### src/rtl/ckd_pkg.sv
package ckd_pkg;
  localparam int N_KEYS  = 5;
  localparam int K_UP    = 0;
  localparam int K_RIGHT = 1;
  localparam int K_LEFT  = 2;
  localparam int K_DOWN  = 3;
  localparam int K_FIRE  = 4;

  typedef enum logic [2:0] {
    CH_NONE   = 3'd0,
    CH_START1 = 3'd1,
    CH_START2 = 3'd2,
    CH_COIN   = 3'd3,
    CH_RESET  = 3'd4
  } chord_e;
endpackage

### src/rtl/ckd_tick_gen.sv
module ckd_tick_gen #(
  parameter int DIV = 125000
) (
  input  logic clk_i,
  input  logic rst_ni,
  output logic tick_o
);
  localparam int W = (DIV > 2) ? $clog2(DIV) : 1;

  logic [W-1:0] cnt_q;

  always_ff @(posedge clk_i or negedge rst_ni) begin
    if (!rst_ni) begin
      cnt_q  <= '0;
      tick_o <= 1'b0;
    end else if (cnt_q == W'(DIV - 1)) begin
      cnt_q  <= '0;
      tick_o <= 1'b1;
    end else begin
      cnt_q  <= cnt_q + 1'b1;
      tick_o <= 1'b0;
    end
  end
endmodule

### src/rtl/ckd_key_filter.sv
module ckd_key_filter #(
  parameter int DEB_TICKS = 10
) (
  input  logic clk_i,
  input  logic rst_ni,
  input  logic tick_i,
  input  logic key_ni,
  output logic pressed_o
);
  localparam int CW = (DEB_TICKS > 1) ? $clog2(DEB_TICKS) : 1;

  logic [1:0]    sync_q;
  logic [CW-1:0] cnt_q;
  logic          lvl;

  assign lvl = ~sync_q[1];

  always_ff @(posedge clk_i or negedge rst_ni) begin
    if (!rst_ni) begin
      sync_q    <= 2'b11;
      cnt_q     <= '0;
      pressed_o <= 1'b0;
    end else begin
      sync_q <= {sync_q[0], key_ni};
      if (lvl == pressed_o) begin
        cnt_q <= '0;
      end else if (tick_i) begin
        if (cnt_q == CW'(DEB_TICKS - 1)) begin
          pressed_o <= lvl;
          cnt_q     <= '0;
        end else begin
          cnt_q <= cnt_q + 1'b1;
        end
      end
    end
  end
endmodule

### src/rtl/ckd_chord_qual.sv
module ckd_chord_qual
  import ckd_pkg::*;
#(
  parameter int QUAL_TICKS = 50
) (
  input  logic       clk_i,
  input  logic       rst_ni,
  input  logic       tick_i,
  input  logic [3:0] dir_i,
  output logic       start1_o,
  output logic       start2_o,
  output logic       coin_o,
  output logic       reset_o
);
  localparam int CW = (QUAL_TICKS > 1) ? $clog2(QUAL_TICKS) : 1;

  chord_e        code, code_q;
  logic [CW-1:0] cnt_q;
  logic          armed_q, hit, fire;
  logic          u, r, l, d;

  assign {d, l, r, u} = dir_i;

  always_comb begin
    if (l && r && u && d)  code = CH_RESET;
    else if (l && r && u)  code = CH_COIN;
    else if (l && !r)      code = CH_START1;
    else if (r && !l)      code = CH_START2;
    else                   code = CH_NONE;
  end

  assign hit  = tick_i && (code == code_q) && (code != CH_NONE) &&
                (cnt_q == CW'(QUAL_TICKS - 1));
  assign fire = hit && armed_q;

  always_ff @(posedge clk_i or negedge rst_ni) begin
    if (!rst_ni) begin
      code_q   <= CH_NONE;
      cnt_q    <= '0;
      armed_q  <= 1'b1;
      start1_o <= 1'b0;
      start2_o <= 1'b0;
      coin_o   <= 1'b0;
      reset_o  <= 1'b0;
    end else begin
      code_q <= code;
      if (code != code_q)
        cnt_q <= '0;
      else if (tick_i && cnt_q != CW'(QUAL_TICKS - 1))
        cnt_q <= cnt_q + 1'b1;

      if (fire)             armed_q <= 1'b0;
      else if (dir_i == '0) armed_q <= 1'b1;

      start1_o <= fire && (code == CH_START1);
      start2_o <= fire && (code == CH_START2);
      coin_o   <= fire && (code == CH_COIN);
      reset_o  <= fire && (code == CH_RESET);
    end
  end
endmodule

### src/rtl/combo_key_decoder.sv
module combo_key_decoder
  import ckd_pkg::*;
#(
  parameter int TICK_DIV   = 125000,
  parameter int DEB_TICKS  = 10,
  parameter int QUAL_TICKS = 50,
  parameter int RST_HOLD   = 16
) (
  input  logic       clk_i,
  input  logic       rst_ni,
  input  logic [4:0] keys_ni,
  output logic       up_o,
  output logic       right_o,
  output logic       left_o,
  output logic       down_o,
  output logic       fire_o,
  output logic       start1_o,
  output logic       start2_o,
  output logic       coin1_o,
  output logic       coin2_o,
  output logic       rst_req_o
);
  localparam int HW = $clog2(RST_HOLD + 1);

  logic              tick;
  logic [N_KEYS-1:0] pressed;
  logic [3:0]        dir_q;
  logic              fire_q, conflict, rst_fire;
  logic [HW-1:0]     hold_q;

  ckd_tick_gen #(.DIV(TICK_DIV)) u_tick (
    .clk_i (clk_i),
    .rst_ni(rst_ni),
    .tick_o(tick)
  );

  for (genvar k = 0; k < N_KEYS; k++) begin : g_key
    ckd_key_filter #(.DEB_TICKS(DEB_TICKS)) u_filt (
      .clk_i    (clk_i),
      .rst_ni   (rst_ni),
      .tick_i   (tick),
      .key_ni   (keys_ni[k]),
      .pressed_o(pressed[k])
    );
  end

  ckd_chord_qual #(.QUAL_TICKS(QUAL_TICKS)) u_qual (
    .clk_i   (clk_i),
    .rst_ni  (rst_ni),
    .tick_i  (tick),
    .dir_i   (pressed[3:0]),
    .start1_o(start1_o),
    .start2_o(start2_o),
    .coin_o  (coin1_o),
    .reset_o (rst_fire)
  );

  // opposing pairs mean a chord is being entered, not movement
  assign conflict = (pressed[K_LEFT] && pressed[K_RIGHT]) ||
                    (pressed[K_UP] && pressed[K_DOWN]);

  always_ff @(posedge clk_i or negedge rst_ni) begin
    if (!rst_ni) begin
      dir_q  <= '0;
      fire_q <= 1'b0;
      hold_q <= '0;
    end else begin
      dir_q  <= conflict ? 4'b0 : pressed[3:0];
      fire_q <= pressed[K_FIRE];
      if (rst_fire)         hold_q <= HW'(RST_HOLD);
      else if (hold_q != 0) hold_q <= hold_q - 1'b1;
    end
  end

  assign up_o      = dir_q[K_UP];
  assign right_o   = dir_q[K_RIGHT];
  assign left_o    = dir_q[K_LEFT];
  assign down_o    = dir_q[K_DOWN];
  assign fire_o    = fire_q;
  assign coin2_o   = 1'b0;
  assign rst_req_o = (hold_q != 0);
endmodule

### config.mk
export PLATFORM = sky130hd
export DESIGN_NAME = combo_key_decoder
export DESIGN_NICKNAME = d
export VERILOG_FILES = /design/src/rtl/ckd_pkg.sv /design/src/rtl/ckd_tick_gen.sv /design/src/rtl/ckd_key_filter.sv /design/src/rtl/ckd_chord_qual.sv /design/src/rtl/combo_key_decoder.sv
export SDC_FILE = /design/constraint.sdc
export NUM_CORES = 1
export LEC_CHECK = 0
export ABC_CLOCK_PERIOD_IN_PS = 2400
export BUFFER_PORTS_ARGS = -buffer_cell sky130_fd_sc_hd__buf_4
export CORE_ASPECT_RATIO = 1.2
export CORE_MARGIN = 2
export CORE_UTILIZATION = 25
export DETAILED_ROUTE_END_ITERATION = 10
export SLEW_MARGIN = 30
export SYNTH_ARGS = -nofsm -noshare
export SYNTH_HDL_FRONTEND = slang
export SYNTH_SLANG_ARGS = --single-unit
### constraint.sdc
create_clock -name clk_i -period 2.4 [get_ports clk_i]
set_clock_uncertainty 0.05 [all_clocks]
set_input_delay 0.72 -clock clk_i [delete_from_list [all_inputs] [get_ports clk_i]]
set_output_delay 0.72 -clock clk_i [all_outputs]
set_load 0.02 [all_outputs]
==> flow_summary.json <==
{
  "outcome": "finished clean",
  "overflow": 0,
  "crit_path_cell_trace": "inv_1 -> ha_1 -> nor4b_4 -> inv_2 -> buf_4",
  "clk_pin_slew_ps": 60,
  "clock.fmax_ghz": 0.441,
  "initial_core_util_pct": 25.3,
  "numPlacedInstances": 515,
  "htree_levels": 3,
  "portBuffers": 15,
  "synthCells": 330,
  "critPathMaxFanout": 3,
  "area_growth_pct": 16.8,
  "synth_area_leader_cell": "dfrtp_1",
  "synth_flop_cell": "dfrtp_1",
  "hold_ws_ps": 200,
  "setup_viol": 0,
  "p_leak_nw": 1.93,
  "cts_buffers": 9,
  "r2r_end": "u_tick.cnt_q[14]",
  "r2r-start": "u_tick.cnt_q[0]",
  "drt_iter0_drc": 117,
  "rsz0062_at_grt": "no",
  "dr.pass1.iters": 7,
  "ys_warn_count": 0,
  "power_density_nw_per_um2": 622,
  "tritoncts": "done",
  "synthArstFlopShare_pct": 100,
  "die_h_um": 135,
  "stdcell_count": 532,
  "ios": 17,
  "cp_data_arrival_time_ps": 1500,
  "synth_edf_count": 0,
  "relSlewSlack_pct": 64.5,
  "drv_slew": 0,
  "route.detailed.drc": 0,
  "vdd.ir_drop.worst_v": 0.000283,
  "crit_family": "flip-flops",
  "crit_path_start_kind": "flip-flop",
  "timing.final.crit_period_ps": 2270,
  "grt_max_degree": 39,
  "ys_seq_area_share_pct": 53.9,
  "postSynthAreaPerCell_um2": 10.9,
  "core_area_um2": 14200,
  "cap_violations": 0,
  "yosys-top-cells-area": "dfrtp_1 (46%), dfstp_2 (8.0%), ha_1 (5.2%)",
  "nNetsFinal": 374,
  "grt_pass1_wl_um": 10800,
  "antennaDiodeCount": 0,
  "synth_seq_cells": 77,
  "viasPerCell": 4.54,
  "required_ps": 1630,
  "cp-end-kind": "output port",
  "layout_common_cells": "dfrtp_1 (66), nand2_1 (33), nor2_1 (23)",
  "hold_path_class": "primary input to async pin",
  "worstMarginPinSlew_ps": 526,
  "reg2reg_depth": 5,
  "die_x_um": 114,
  "fin_setup_tns_ps": 0,
  "synth_top_area_share_pct": 45.9,
  "worst-path-buf-inv": 3,
  "clock-sinks": 77,
  "vias": 2414,
  "antenna_found_initial": 0,
  "cts_buffer_depth": 2,
  "timing_hold_violations_final": 0,
  "gp_congestion": 0.773,
  "final_common_cell": "dfrtp_1",
  "ys_types": 48,
  "synth.net_count": 352,
  "worstSetupPathType": "flip-flop to output port",
  "drtAntennaViolNets": 0,
  "fin_crit_sh_pct": 94.5,
  "syn_area_um2": 3600,
  "wire_per_inst_um": 11.3,
  "setup.worst_path.start": "hold_q[0]",
  "clock-root-buffer": "clkbuf_16",
  "rrSetupSlack_ps": 620,
  "clk-insertion-delay-late_ps": 330,
  "routed_wl_um": 6030,
  "drive_gt1_share_pct": 15.4,
  "rows": 48,
  "slowest_delay_ps": 380,
  "grtUsageTotal_pct": 8.73,
  "grt_pass1_vias": 2401,
  "dp_hpwl_um": 4300,
  "dieArea_um2": 15400,
  "slowest_stage": "dfrtp_1"
}
-- cells by family (layout without fill, tap and decap cells) --
group / count (synthesis) / after routing / synth area share, %
other cells: 1 / 1 / 0.104
simple gates: 133 / 133 / 20.7
xor+xnor: 28 / 28 / 6.81
fa+ha+maj: 15 / 15 / 5.21
flops: 77 / 77 / 53.9
mux: 1 / 1 / 0.313
buf+inv: 22 / 49 / 3.16
compound gates: 53 / 53 / 9.77
-- state kept, by name, indices dropped and copies added (netlist names) --
register                flops
dir_q                       4
fire_o                      1
g_key.u_filt.cnt_q         20
g_key.u_filt.pressed_o      5
g_key.u_filt.sync_q        10
hold_q                      5
u_qual.armed_q              1
u_qual.cnt_q                6
u_qual.code_q               3
u_qual.coin_o               1
u_qual.reset_o              1
u_qual.start1_o             1
u_qual.start2_o             1
u_tick.cnt_q               17
u_tick.tick_o               1
-- worst reg2reg max path: cells and delay by family (launching register included) --
| kind | cells | cell delay [ps] |
|---|---|---|
| adders and majority gates | 1 | 270 |
| and+or+nand+nor | 4 | 930 |
| DFF | 1 | 400 |
-- synth_stat cells, types with 4 or more instances --
cell type  instances
dfrtp_1           66
nand2_1           33
nor2_1            23
xnor2_1           18
o21ai_0           16
ha_1              15
nor3_1            15
inv_1             13
dfstp_2           11
nand3_1           10
xor2_1            10
nor4_1             9
nand2b_1           8
nor2b_1            8
nand4_1            7
a21oi_1            6
nor3b_1            6
a21o_1             5
o211ai_1           5
a211o_1            4
nand4b_1           4
-- power by group --
part / internal [mW] / total (mW) / switching (mW) / leakage, nW
clock network: 0.755 / 1.25 / 0.491 / 0.132
logic: 0.0175 / 0.0525 / 0.0351 / 0.777
registers: 1.31 / 1.32 / 0.00476 / 1.02
-- metal layers --
metal / global-route usage [%] / vias up / routed length (µm)
met5: 0 / - / 0
met4: 3.73 / 0 / 76
met3: 2.91 / 8 / 200
met2: 14.5 / 25 / 3010
met1: 10.4 / 1184 / 2740
li1: - / 1197 / -
-- worst max-delay path by stage --
stage / cells past startpoint / slack (ps) / end
global placement: 5 / 360 / rst_req_o
floorplan: 4 / 480 / rst_req_o
global route: 5 / 10 / rst_req_o
detailed placement: 5 / 230 / rst_req_o
finish: 5 / 130 / rst_req_o
CTS: 5 / 80 / rst_req_o
-- what timing repair did --
item | 4_1_cts | 5_1_grt
setup endpoints to repair | 1 | 1
setup buffers | 1 | 0
hold buffers | 0 | 0
gates resized for setup | 1 | 1
cloned | 0 | 0
-- through the flow --
| stage | utilization, % | power [mW] | instance area [µm²] | setup slack, ps |
|---|---|---|---|---|
| final | 29.5 | 2.62 | 4210 | 132 |
| after global routing | 29.5 | 2.73 | 4210 | 9.62 |
| after CTS | 29.5 | 2.67 | 4210 | 84.7 |
| after detailed placement | 27.5 | 1.40 | 3910 | 226 |
| after global placement | 27.5 | 1.40 | 3910 | 360 |
| after floorplan | - | 1.36 | 3600 | 483 |
-- layout make-up --
| class | count | area (µm²) |
|---|---|---|
| Timing Repair Buffer | 20 | 163 |
| Inverter | 13 | 48.8 |
| Clock buffer | 13 | 260 |
| Multi-Input combinational cell | 231 | 1550 |
| Fill cell | 1455 | 10000 |
| Sequential cell | 77 | 1940 |
| Tap cell | 175 | 219 |
| Clock inverter | 3 | 20.0 |
Power figures use the tool's default switching activity.
